`src/rtl/pair_pkg.sv`:
```
// Shared definitions for the dual-issue pairing checker.
// Assumes a fixed 3-bit class field on each issue slot.
package pair_pkg;
    localparam int CLS_W   = 3;
    localparam int N_SLOTS = 2;

    typedef enum logic [CLS_W-1:0] {
        CLS_OTHER = 3'd0,
        CLS_IOP   = 3'd1,
        CLS_FOP   = 3'd2,
        CLS_MEM   = 3'd3,
        CLS_IBR   = 3'd4,
        CLS_FBR   = 3'd5
    } iclass_e;
endpackage

```
`src/rtl/pair_class_norm.sv`:
```
// Maps a raw class code onto the class enum.
// Assumes any code outside the defined set behaves as "other".
module pair_class_norm
    import pair_pkg::*;
(
    input  logic [CLS_W-1:0] raw_cls,
    output iclass_e          cls
);
    // Fold the undefined codes into CLS_OTHER.
    always_comb begin
        case (raw_cls)
            3'd1:    cls = CLS_IOP;
            3'd2:    cls = CLS_FOP;
            3'd3:    cls = CLS_MEM;
            3'd4:    cls = CLS_IBR;
            3'd5:    cls = CLS_FBR;
            default: cls = CLS_OTHER;
        endcase
    end
endmodule

```
`src/rtl/pair_legal_table.sv`:
```
// Decides whether two normalised classes may issue in the same cycle.
// Assumes the register-file port limits give a symmetric table; each
// class lists the partners it may share a cycle with.
module pair_legal_table
    import pair_pkg::*;
(
    input  iclass_e cls_a,
    input  iclass_e cls_b,
    output logic    legal
);
    localparam int N_CLS = 6;

    logic [N_CLS-1:0] partners;

    // Partner mask of cls_a, indexed by class code.
    always_comb begin
        partners = '0;
        case (cls_a)
            CLS_IOP: begin
                partners[CLS_FOP] = 1'b1;
                partners[CLS_MEM] = 1'b1;
                partners[CLS_IBR] = 1'b1;
            end
            CLS_FOP: begin
                partners[CLS_IOP] = 1'b1;
                partners[CLS_MEM] = 1'b1;
                partners[CLS_FBR] = 1'b1;
            end
            CLS_MEM: begin
                partners[CLS_IOP] = 1'b1;
                partners[CLS_FOP] = 1'b1;
            end
            CLS_IBR: partners[CLS_IOP] = 1'b1;
            CLS_FBR: partners[CLS_FOP] = 1'b1;
            default: partners = '0;
        endcase
    end

    // Look up cls_b in the mask.
    always_comb legal = partners[cls_b];
endmodule

```
`src/rtl/dual_issue_pair_check.sv`:
```
// Dual-issue pairing checker: registers the issue decision for two
// in-order slots. Assumes slot 0 is older, and that upstream shifts
// slot 1 into slot 0 whenever hold1 is high. DUAL_EN = 0 builds a
// single-issue variant.
module dual_issue_pair_check
    import pair_pkg::*;
#(
    parameter bit DUAL_EN = 1'b1
)(
    input  logic             clk,
    input  logic             rst_n,
    input  logic             s0_valid,
    input  logic [CLS_W-1:0] s0_class,
    input  logic             s1_valid,
    input  logic [CLS_W-1:0] s1_class,
    input  logic             down_ready,
    output logic             issue0,
    output logic             issue1,
    output logic             hold1
);
    logic [N_SLOTS-1:0][CLS_W-1:0] raw;
    iclass_e                       cls [N_SLOTS];
    logic                          pair_ok;
    logic                          go0, go1, keep1;

    // Collect the raw slot codes for the normaliser loop.
    always_comb begin
        raw[0] = s0_class;
        raw[1] = s1_class;
    end

    for (genvar g = 0; g < N_SLOTS; g++) begin : g_norm
        pair_class_norm u_norm (
            .raw_cls (raw[g]),
            .cls     (cls[g])
        );
    end

    if (DUAL_EN) begin : g_dual
        pair_legal_table u_table (
            .cls_a (cls[0]),
            .cls_b (cls[1]),
            .legal (pair_ok)
        );
    end else begin : g_single
        always_comb pair_ok = 1'b0;
    end

    // Next-cycle decision: the older slot gates the younger one.
    always_comb begin
        go0   = s0_valid && down_ready;
        go1   = go0 && s1_valid && pair_ok;
        keep1 = go0 && s1_valid && !pair_ok;
    end

    // Register the decision with synchronous active-low reset.
    always_ff @(posedge clk) begin
        if (!rst_n) begin
            issue0 <= 1'b0;
            issue1 <= 1'b0;
            hold1  <= 1'b0;
        end else begin
            issue0 <= go0;
            issue1 <= go1;
            hold1  <= keep1;
        end
    end
endmodule

```
`config.mk`:
```
export PLATFORM = sky130hd
export DESIGN_NAME = dual_issue_pair_check
export DESIGN_NICKNAME = d
export VERILOG_FILES = /design/src/rtl/pair_pkg.sv /design/src/rtl/pair_class_norm.sv /design/src/rtl/pair_legal_table.sv /design/src/rtl/dual_issue_pair_check.sv
export SDC_FILE = /design/constraint.sdc
export NUM_CORES = 1
export LEC_CHECK = 0
export BUFFER_PORTS_ARGS = -buffer_cell sky130_fd_sc_hd__buf_4
export CAP_MARGIN = 30
export CORE_AREA = 2 2 39 41
export CTS_BUF_LIST = sky130_fd_sc_hd__clkbuf_8
export DETAILED_ROUTE_END_ITERATION = 10
export DIE_AREA = 0 0 41 43
export SYNTH_ARGS = -nofsm -noshare
export SYNTH_HDL_FRONTEND = slang
export SYNTH_SLANG_ARGS = --single-unit
```
`constraint.sdc`:
```
create_clock -name clk -period 1.2 [get_ports clk]
set_clock_uncertainty 0.1 [all_clocks]
set_input_delay 0.18 -clock clk [delete_from_list [all_inputs] [get_ports clk]]
set_output_delay 0.18 -clock clk [all_outputs]
set_load 0.02 [all_outputs]
```
==> impl_metrics.json <==
{
  "status": "finished, final reports clean",
  "synth.distinct_cells": 15,
  "setup_viol": 0,
  "hp-start": "down_ready",
  "ctsHoldBuffers": 0,
  "period_minus_slack_ps": 981,
  "finalInstanceArea_um2": 330,
  "cts_setup_buffers": 0,
  "drtAntennaViolNets": 0,
  "vias": 200,
  "synth_cells": 20,
  "antenna_cells": 0,
  "critPathMaxStageDelay_ps": 410,
  "instances_no_fill": 53,
  "io_buffers": 13,
  "ios": 14,
  "placed_area_um2": 285,
  "initial_core_util": 0.121,
  "met3_length_um": 31,
  "grt_antenna_before_repair": 0,
  "grt_max_degree": 6,
  "core-area_um2": 1380,
  "clockBufferDepth": 2,
  "cts_buffers": 3,
  "crit_chain": "buf_4, a2111o_1, a31oi_2, nor3_1",
  "worst_slack_ps": 219,
  "synth_commonest_cells": "dfxtp_1 (3), nor2_1 (3), nor3_1 (2)",
  "ys_warn_count": 0,
  "root_buffer": "clkbuf_8",
  "highest_layer": "met3",
  "critPathLaunchType": "input pin",
  "hold_path.class": "input pin to register",
  "dp_slack_ps": -0.897,
  "clkTransAtPathRegs_ps": 30,
  "drt-wirelength-per-cell_um": 7.96,
  "wl_um": 422,
  "met1_length_um": 167,
  "drive_above_1_share": 0.514,
  "cellPowerDensity_nw_per_um2": 1340,
  "synth_edf_count": 0,
  "synth.area.top_cells": "dfxtp_1 (36%), a31oi_2 (7.5%), a2111o_1 (6.7%)",
  "drv_cap": 0,
  "rows": 14,
  "wl_met2_um": 223,
  "syn-num-nets": 31,
  "grt_usage": 0.0601,
  "slew_violations": 0,
  "hold-worst-slack_ps": 121,
  "cp-end-kind": "register",
  "maxSlewHeadroom": 0.852,
  "nNetsFinal": 49,
  "ys_seq_elements": 3,
  "tightest_slew_ps": 221,
  "crit_arrival_ps": 970,
  "hold_viol_final": 0,
  "yosysTopAreaCell": "dfxtp_1",
  "synth.top_cell.area_share": 0.358,
  "synthFlopType": "dfxtp_1",
  "async_flop_share": 0,
  "drc_errors": 0,
  "maxClockFrequency_mhz": 1020,
  "vias_per_cell": 3.77,
  "area_growth_pct": 97.0,
  "ctsHtreeMaxLevel": 1,
  "cts_tree": "built",
  "crit_slowest_cell": "a2111o_1",
  "dp_cells": 49,
  "cp_max_fo": 5,
  "overflow": 0,
  "criticalPathCategory": "input pin to register",
  "die-area_um2": 1760,
  "syn-cell-area_um2": 168,
  "grt_pass1_wl_um": 655,
  "syn_avg_cell_area_um2": 8.38,
  "clock-sinks": 3,
  "period_share": 0.817,
  "rsz0062_at_grt": "no",
  "cts_resized": 0,
  "synth_seq_area_share": 0.358,
  "place_congestion": 0.702,
  "finalPower_uw": 443,
  "dr.pass1.iters": 3,
  "cp.required_ps": 1190,
  "die-width_um": 41,
  "p_leak_uw": 0.000171,
  "drt-initial-drc-count": 2,
  "die_y_um": 43,
  "crit_start": "s1_class[0]",
  "vdd.ir_drop.worst_mv": 0.331,
  "grt_pass1_vias": 202
}
## cells in the final DEF (no fill, tap or decap), drive strengths merged
cell / netlist / routed
nor2: 3 / 3
inv: 2 / 3
a2111o: 1 / 1
nand2: 1 / 1
and3: 1 / 1
buf: 0 / 13
nor3: 2 / 2
dfxtp: 3 / 3
nand4: 1 / 1
clkbuf: 0 / 3
a21oi: 1 / 1
o211ai: 1 / 1
o21ba: 1 / 1
and3b: 1 / 1
a31oi: 2 / 2
## layout make-up
class | instances | area (um2)
Clock buffer | 3 | 41.3
Clock inverter | 1 | 3.75
Fill cell | 153 | 1050
Inverter | 2 | 7.51
Multi-Input combinational cell | 15 | 100
Sequential cell | 3 | 60.1
Tap cell | 16 | 20.0
Timing Repair Buffer | 13 | 97.6
## logic make-up after synthesis
logic type,count (synthesis),share of synthesized area
simple gates,9,0.284
compound gates,6,0.313
flops,3,0.358
buf+inv,2,0.0447
## sequential cells by signal (all words and copies together), names as in the netlist
name / flops
hold1: 1
issue0: 1
issue1: 1
## per-layer routing
metal  up-vias  global-route usage
met3         0                   0
met5         -                   0
met1        86              0.0447
met2         6              0.0969
met4         0               0.100
li1        108                   -
## final timing paths
path                            end  cells past startpoint
setup / recovery   hold1$_SDFF_PN0_                      4
hold / removal    issue0$_SDFF_PN0_                      2
## power by group
group	leakage (uW)	switching (uW)	total (uW)	internal [uW]
logic	0.000119	24.3	57.6	33.3
clock network	0.0000269	64.2	282	218
registers	0.0000244	0.521	104	103
total	0.000171	89.0	443	354
## critical path: cells and delay by family
family / cells / cell delay, ps
AOI/OAI and AO/OA: 2 / 600
buffers and inverters: 1 / 130
and+or+nand+nor: 1 / 70
## metrics by stage
| step | setup TNS (ps) | utilization |
|---|---|---|
| finish | 0 | 0.239 |
| floorplan | 0 | - |
| CTS | 0 | 0.239 |
| global route | 0 | 0.239 |
| detailed placement | -0.897 | 0.206 |
| global placement | 0 | 0.206 |
Note: power is estimated with default switching activity, not from simulation.
